===== config.mk =====
export PLATFORM = sky130hd
export DESIGN_NAME = irrx_core
export DESIGN_NICKNAME = d
export VERILOG_FILES = /design/src/rtl/irrx_core.sv
export SDC_FILE = /design/constraint.sdc
export NUM_CORES = 1
export LEC_CHECK = 0
export BUFFER_PORTS_ARGS = -buffer_cell sky130_fd_sc_hd__buf_2
export CAP_MARGIN = 20
export CORE_ASPECT_RATIO = 0.9
export CORE_MARGIN = 2
export CORE_UTILIZATION = 53
export DETAILED_ROUTE_END_ITERATION = 10
export PLACE_DENSITY = 0.69
export SKIP_LAST_GASP = 1
export SLEW_MARGIN = 25
export SYNTH_ARGS = -nofsm -noshare
export SYNTH_HDL_FRONTEND = slang
export SYNTH_SLANG_ARGS = --single-unit

===== constraint.sdc =====
create_clock -name clk -period 25.5 [get_ports clk]
set_clock_uncertainty 0.2 [all_clocks]
set_input_delay 0 -clock clk [delete_from_list [all_inputs] [get_ports clk]]
set_output_delay 0 -clock clk [all_outputs]
set_load 0.02 [all_outputs]

===== src/rtl/irrx_core.sv =====
module irrx_core #(
  parameter int DEPTH = 32,
  parameter int AW = 6
) (
  input  logic          clk,
  input  logic          rst_n,
  input  logic          ir_in,
  input  logic          wr_en,
  input  logic          rd_en,
  input  logic [AW-1:0] addr,
  input  logic [31:0]   wdata,
  output logic [31:0]   rdata,
  output logic          irq
);
  localparam int CW = $clog2(DEPTH + 1);
  localparam int PW = $clog2(DEPTH);
  localparam logic [31:0] CFG_RST = {16'd16000, 2'b00, 6'd0, 1'b1, 7'd0};
  localparam logic [AW-1:0] A_EN = AW'('h00), A_CFG = AW'('h04), A_BUSY = AW'('h1C),
    A_CNT = AW'('h20), A_DAT = AW'('h24), A_MASK = AW'('h28), A_STS = AW'('h2C),
    A_CLR = AW'('h30), A_GO = AW'('h34);

  typedef enum logic [1:0] {S_IDLE, S_LOW, S_HIGH} rx_t;

  logic        on, armed;
  logic [31:0] cfg;
  logic [2:0]  mask, sts;
  rx_t         state;
  logic [2:0]  ir_q;
  logic [15:0] lo_w, hi_w;
  logic [6:0]  us_c;
  logic [3:0]  dec_c;
  logic [31:0] mem [DEPTH];
  logic [PW-1:0] wp, rp;
  logic [CW-1:0] cnt, cnt_nx;

  wire live = on & armed;
  wire fall = ir_q[2] & ~ir_q[1];
  wire rise = ~ir_q[2] & ir_q[1];
  wire [15:0] maxw = cfg[31:16];
  wire [5:0]  level = cfg[13:8];
  wire [6:0]  freq = cfg[6:0];
  wire hit  = ({1'b0, lo_w} + {1'b0, hi_w}) >= {1'b0, maxw};
  wire tick = (us_c == freq) && (dec_c == 4'd9);
  wire busy = (state != S_IDLE);

  logic push, to_evt;
  always_comb begin
    push = 1'b0;
    to_evt = 1'b0;
    case (state)
      S_LOW:  if (hit) begin push = 1'b1; to_evt = 1'b1; end
      S_HIGH: if (fall) push = 1'b1;
              else if (hit) begin push = 1'b1; to_evt = 1'b1; end
      default: ;
    endcase
  end

  wire full = (cnt == CW'(DEPTH));
  wire wr   = push & ~full;
  wire ovf  = push & full;
  wire pop  = rd_en && (addr == A_DAT) && (cnt != '0);
  wire clr  = wr_en && (addr == A_CLR);
  assign cnt_nx = cnt + CW'(wr) - CW'(pop);

  always_ff @(posedge clk or negedge rst_n)
    if (!rst_n) ir_q <= 3'b111;
    else        ir_q <= {ir_q[1:0], ir_in};

  always_ff @(posedge clk or negedge rst_n)
    if (!rst_n) begin
      on <= 1'b0; armed <= 1'b0; cfg <= CFG_RST; mask <= 3'b111;
    end else if (wr_en) begin
      case (addr)
        A_EN:   begin on <= wdata[0]; if (!wdata[0]) armed <= 1'b0; end
        A_CFG:  cfg <= wdata;
        A_MASK: mask <= wdata[10:8];
        A_GO:   armed <= 1'b1;
        default: ;
      endcase
    end

  always_ff @(posedge clk or negedge rst_n)
    if (!rst_n) begin
      us_c <= '0; dec_c <= '0;
    end else if (!live || state == S_IDLE || rise || fall) begin
      us_c <= '0; dec_c <= '0;
    end else if (us_c == freq) begin
      us_c <= '0;
      dec_c <= (dec_c == 4'd9) ? 4'd0 : dec_c + 4'd1;
    end else us_c <= us_c + 7'd1;

  always_ff @(posedge clk or negedge rst_n)
    if (!rst_n) begin
      state <= S_IDLE; lo_w <= '0; hi_w <= '0;
    end else if (!live) begin
      state <= S_IDLE; lo_w <= '0; hi_w <= '0;
    end else begin
      case (state)
        S_IDLE: if (fall) begin state <= S_LOW; lo_w <= '0; hi_w <= '0; end
        S_LOW:
          if (hit) state <= S_IDLE;
          else if (rise) state <= S_HIGH;
          else if (tick && lo_w != 16'hFFFF) lo_w <= lo_w + 16'd1;
        S_HIGH:
          if (fall) begin state <= S_LOW; lo_w <= '0; hi_w <= '0; end
          else if (hit) state <= S_IDLE;
          else if (tick && hi_w != 16'hFFFF) hi_w <= hi_w + 16'd1;
        default: state <= S_IDLE;
      endcase
    end

  always_ff @(posedge clk)
    if (wr) mem[wp] <= {hi_w, lo_w};

  always_ff @(posedge clk or negedge rst_n)
    if (!rst_n) begin
      wp <= '0; rp <= '0; cnt <= '0;
    end else begin
      if (wr)  wp <= (wp == PW'(DEPTH - 1)) ? '0 : wp + 1'b1;
      if (pop) rp <= (rp == PW'(DEPTH - 1)) ? '0 : rp + 1'b1;
      cnt <= cnt_nx;
    end

  always_ff @(posedge clk or negedge rst_n)
    if (!rst_n) sts <= '0;
    else begin
      if (wr && !to_evt && int'(cnt_nx) > int'(level)) sts[0] <= 1'b1;
      else if (clr && wdata[16]) sts[0] <= 1'b0;
      if (to_evt) sts[1] <= 1'b1;
      else if (clr && wdata[17]) sts[1] <= 1'b0;
      if (ovf) sts[2] <= 1'b1;
      else if (clr && wdata[18] && cnt == '0) sts[2] <= 1'b0;
    end

  always_comb
    case (addr)
      A_EN:    rdata = {31'b0, on};
      A_CFG:   rdata = cfg;
      A_BUSY:  rdata = {31'b0, busy};
      A_CNT:   rdata = {{(32-CW){1'b0}}, cnt};
      A_DAT:   rdata = (cnt != '0) ? mem[rp] : 32'b0;
      A_MASK:  rdata = {21'b0, mask, 8'b0};
      A_STS:   rdata = {5'b0, sts, 13'b0, sts & ~mask, 8'b0};
      default: rdata = 32'b0;
    endcase

  assign irq = |(sts & ~mask);
endmodule


==> out/results.tsv <==
stage	metric	value	unit
final_layout	n_fill_cell	5959	
synthesis	ys_types	67	
drt	drtIter0Drc	3472	
sta	worst_pin_slew	1090	ps
global_routing	grt_usage	27.5	%
sta	worst_slack	17480	ps
worst_setup_path	worst_setup_path_start_kind	register	
place	post-place-ws	17350	ps
place	dp_hpwl	63000	µm
worst_setup_path	endpoint_kind	register	
clocking	cts_setup_buffers	0	
drt	drc	0	
die	ios	76	
drt	wl_per_cell	32.6	µm
worst_setup_path	required	25870	ps
drt	drtAntennaViolNets	0	
job	maxCapViolCount	0	
clocking	cts_made_buffers	107	
outcome	status	finished, final reports clean	
drt	wirelength	120000	µm
worst_setup_path	crit_path_frequent_cell	ha_1	
global_routing	grt_pass1_vias	23500	
clocking	clkSlewWorstSetupHoldPaths	70	ps
sta	finalHoldViolCount	0	
clocking	cts_root_buf	clkbuf_16	
drt	firstDrtPassIters	5	
global_routing	antenna_found_initial	8	
synthesis	ys.flop_type	edfxtp_1	
worst_setup_path	path_max_fanout	37	
power_and_ir_drop	pwr_density_cell	75.1	nW/µm²
sta	min_period	8020	ps
worst_setup_path	worst_path_largest_cell_delay	990	ps
power_and_ir_drop	power.total	3.91	mW
synthesis	ys_seq_area_share	73.0	%
worst_setup_path	cp.arrival	8390	ps
global_routing	grt_max_degree	141	
sta	slew_violations	0	
final_layout	mostFrequentLayoutCells	edfxtp_1, mux4_2, clkbuf_16	
die	start_util	53.3	%
global_routing	globalRoute.totalOverflow	0	
sta	fin_setup_tns	0	ps
sta	fin_crit_sh	31.4	%
final_layout	final_common_cell	edfxtp_1	
sta	whs	71.6	ps
global_routing	grt_pass1_wl	169000	µm
synthesis	synth_warnings	0	
clocking	clock_latency	690	ps
worst_setup_path	slowest_stage	dfrtp_1	
die	fp.dieArea	88600	µm²
clocking	clockBufferDepth	3	
synthesis	synth_edf_count	1024	
sta	max_slew_margin	27.2	%
drt	vias	23800	
worst_hold_path	hp-class	input pin to register	
die	core_area	85800	µm²
synthesis	syn-num-nets	2353	
sta	setup_viol	0	
synthesis	synth-async-reset-ratio	9.22	%
synthesis	syn_area	45700	µm²
sta	fmax	0.125	GHz
place	io_buffers	75	
synthesis	synth_top_area_share	67.3	%
worst_setup_path	critPathKind	register to register	
final_layout	drive_above_1_share	28.6	%
power_and_ir_drop	vdd_ir_drop_max	65.1	µV
synthesis	synth_area_leader_cell	edfxtp_1	
die	die_y	283	µm
clocking	h-tree-depth	3	
die	rows	102	
final_layout	area_delta_synth_final	14.0	%
synthesis	synthTopCellsByArea	edfxtp_1, mux4_2, dfrtp_1, ha_1, mux2_2	
sta	rsz0062_at_grt	false	
clocking	cts_tree	done	
synthesis	synthCells	2245	
power_and_ir_drop	p_leak	15.0	nW
synthesis	syn_area_per_cell	20.4	µm²
clocking	cts_sinks	1128	
drt	via_per_inst	6.45	
place	gp_congestion	0.879	
die	die_x	314	µm
synthesis	synth-seq-cells	1128	
final_layout	nets	2559	
metrics by stage:
step / utilization, % / cell area (µm²) / cells
floorplan: - / 45700 / 2245
global placement: 55.6 / 47700 / 3404
detailed placement: 55.6 / 47700 / 3404
CTS: 60.7 / 52100 / 3685
global route: 60.8 / 52100 / 3686
finish: 60.8 / 52100 / 3687
cell type report:
type / instances / area [µm²] / area share, %
flip-flops and latches: 1128 / 33400 / 64.1
multi-input cells: 964 / 11900 / 22.9
clock buffers: 137 / 2870 / 5.51
repair buffers: 204 / 1590 / 3.04
well taps: 1144 / 1430 / 2.75
clock inverters: 63 / 699 / 1.34
inverters: 46 / 173 / 0.331
diodes: 1 / 2.50 / 0.00480
sequential cells by signal, indices dropped and copies added (netlist names):
register	count
hi_w	16
ir_q	3
us_c	7
mask	3
state	2
on	1
armed	1
sts	3
cnt	6
dec_c	4
cfg	32
mem	1024
rp	5
lo_w	16
wp	5
what timing repair did:
action	in CTS	in global routing
resized for setup	0	0
endpoints found under the hold margin	140	0
hold buffers	81	0
synth_stat cells (4+ instances only):
cell / number
o31ai_1: 10
and4_1: 4
nor2_1: 71
o21ai_1: 18
dfrtp_1: 91
nor3_1: 12
nand2_1: 74
clkbuf_1: 66
xor2_1: 21
edfxtp_1: 1024
nand3_1: 31
o21a_1: 4
nand2b_1: 6
nor4b_1: 5
or3_1: 7
a21o_1: 7
dfstp_2: 13
a32o_1: 5
a31oi_1: 5
a22oi_1: 9
inv_1: 45
nor2b_1: 10
mux2i_1: 38
nor4_1: 6
a211oi_1: 6
a21oi_1: 27
or2_2: 4
mux2_2: 37
and3_1: 33
buf_2: 29
mux4_2: 320
o21ai_0: 54
xnor2_1: 18
nand4_1: 11
buf_1: 11
and2_1: 6
ha_1: 63
cell families (layout without fill, tap and decap cells):
family / count (synthesis) / in the layout / share of synthesized area, %
buffers and inverters: 153 / 450 / 1.34
multiplexers: 396 / 396 / 17.5
adder cells (fa/ha/maj): 65 / 65 / 1.81
XOR/XNOR: 39 / 39 / 0.747
AO/OA/AOI/OAI: 167 / 167 / 2.27
other: 0 / 1 / 0
AND/OR/NAND/NOR: 297 / 297 / 3.32
flip-flops: 1128 / 1128 / 73.0
routing by layer:
| metal | GRT usage, % | vias up | wire (µm) |
|---|---|---|---|
| li1 | - | 9670 | - |
| met1 | 39.2 | 12500 | 47200 |
| met2 | 41.4 | 1359 | 55400 |
| met3 | 8.01 | 229 | 14000 |
| met4 | 8.42 | 2 | 3640 |
| met5 | 0 | - | 13 |
power breakdown:
group	internal [mW]	switching (mW)
Combinational	0.128	0.133
Clock	0.939	0.686
Sequential	2.00	0.0256
Total	3.07	0.844
path summary, 6_finish.rpt:
kind	start	to	slack, ps	cells past startpoint
max reg2reg	lo_w[2]$_DFFE_PN0P_	sts[0]$_DFFE_PN0P_	17480	29
max in group asynchronous	rst_n	rp[1]$_DFFE_PN0P_	24060	4
min	rd_en	rp[1]$_DFFE_PN0P_	70	5
min reg2reg	ir_q[0]$_DFF_PN1_	ir_q[1]$_DFF_PN1_	170	0
max	lo_w[2]$_DFFE_PN0P_	sts[0]$_DFFE_PN0P_	17480	29
min in group asynchronous	rst_n	cfg[27]$_DFFE_PN1P_	280	3
worst max-delay path: cells and delay by family (launching register included):
| kind | cells | cell delay [ps] |
|---|---|---|
| AO/OA/AOI/OAI | 15 | 3140 |
| XOR/XNOR | 1 | 80 |
| adder cells (fa/ha/maj) | 6 | 1980 |
| buffers and inverters | 3 | 410 |
| flip-flops | 1 | 990 |
| AND/OR/NAND/NOR | 4 | 1070 |
Power figures use the tool's default switching activity.
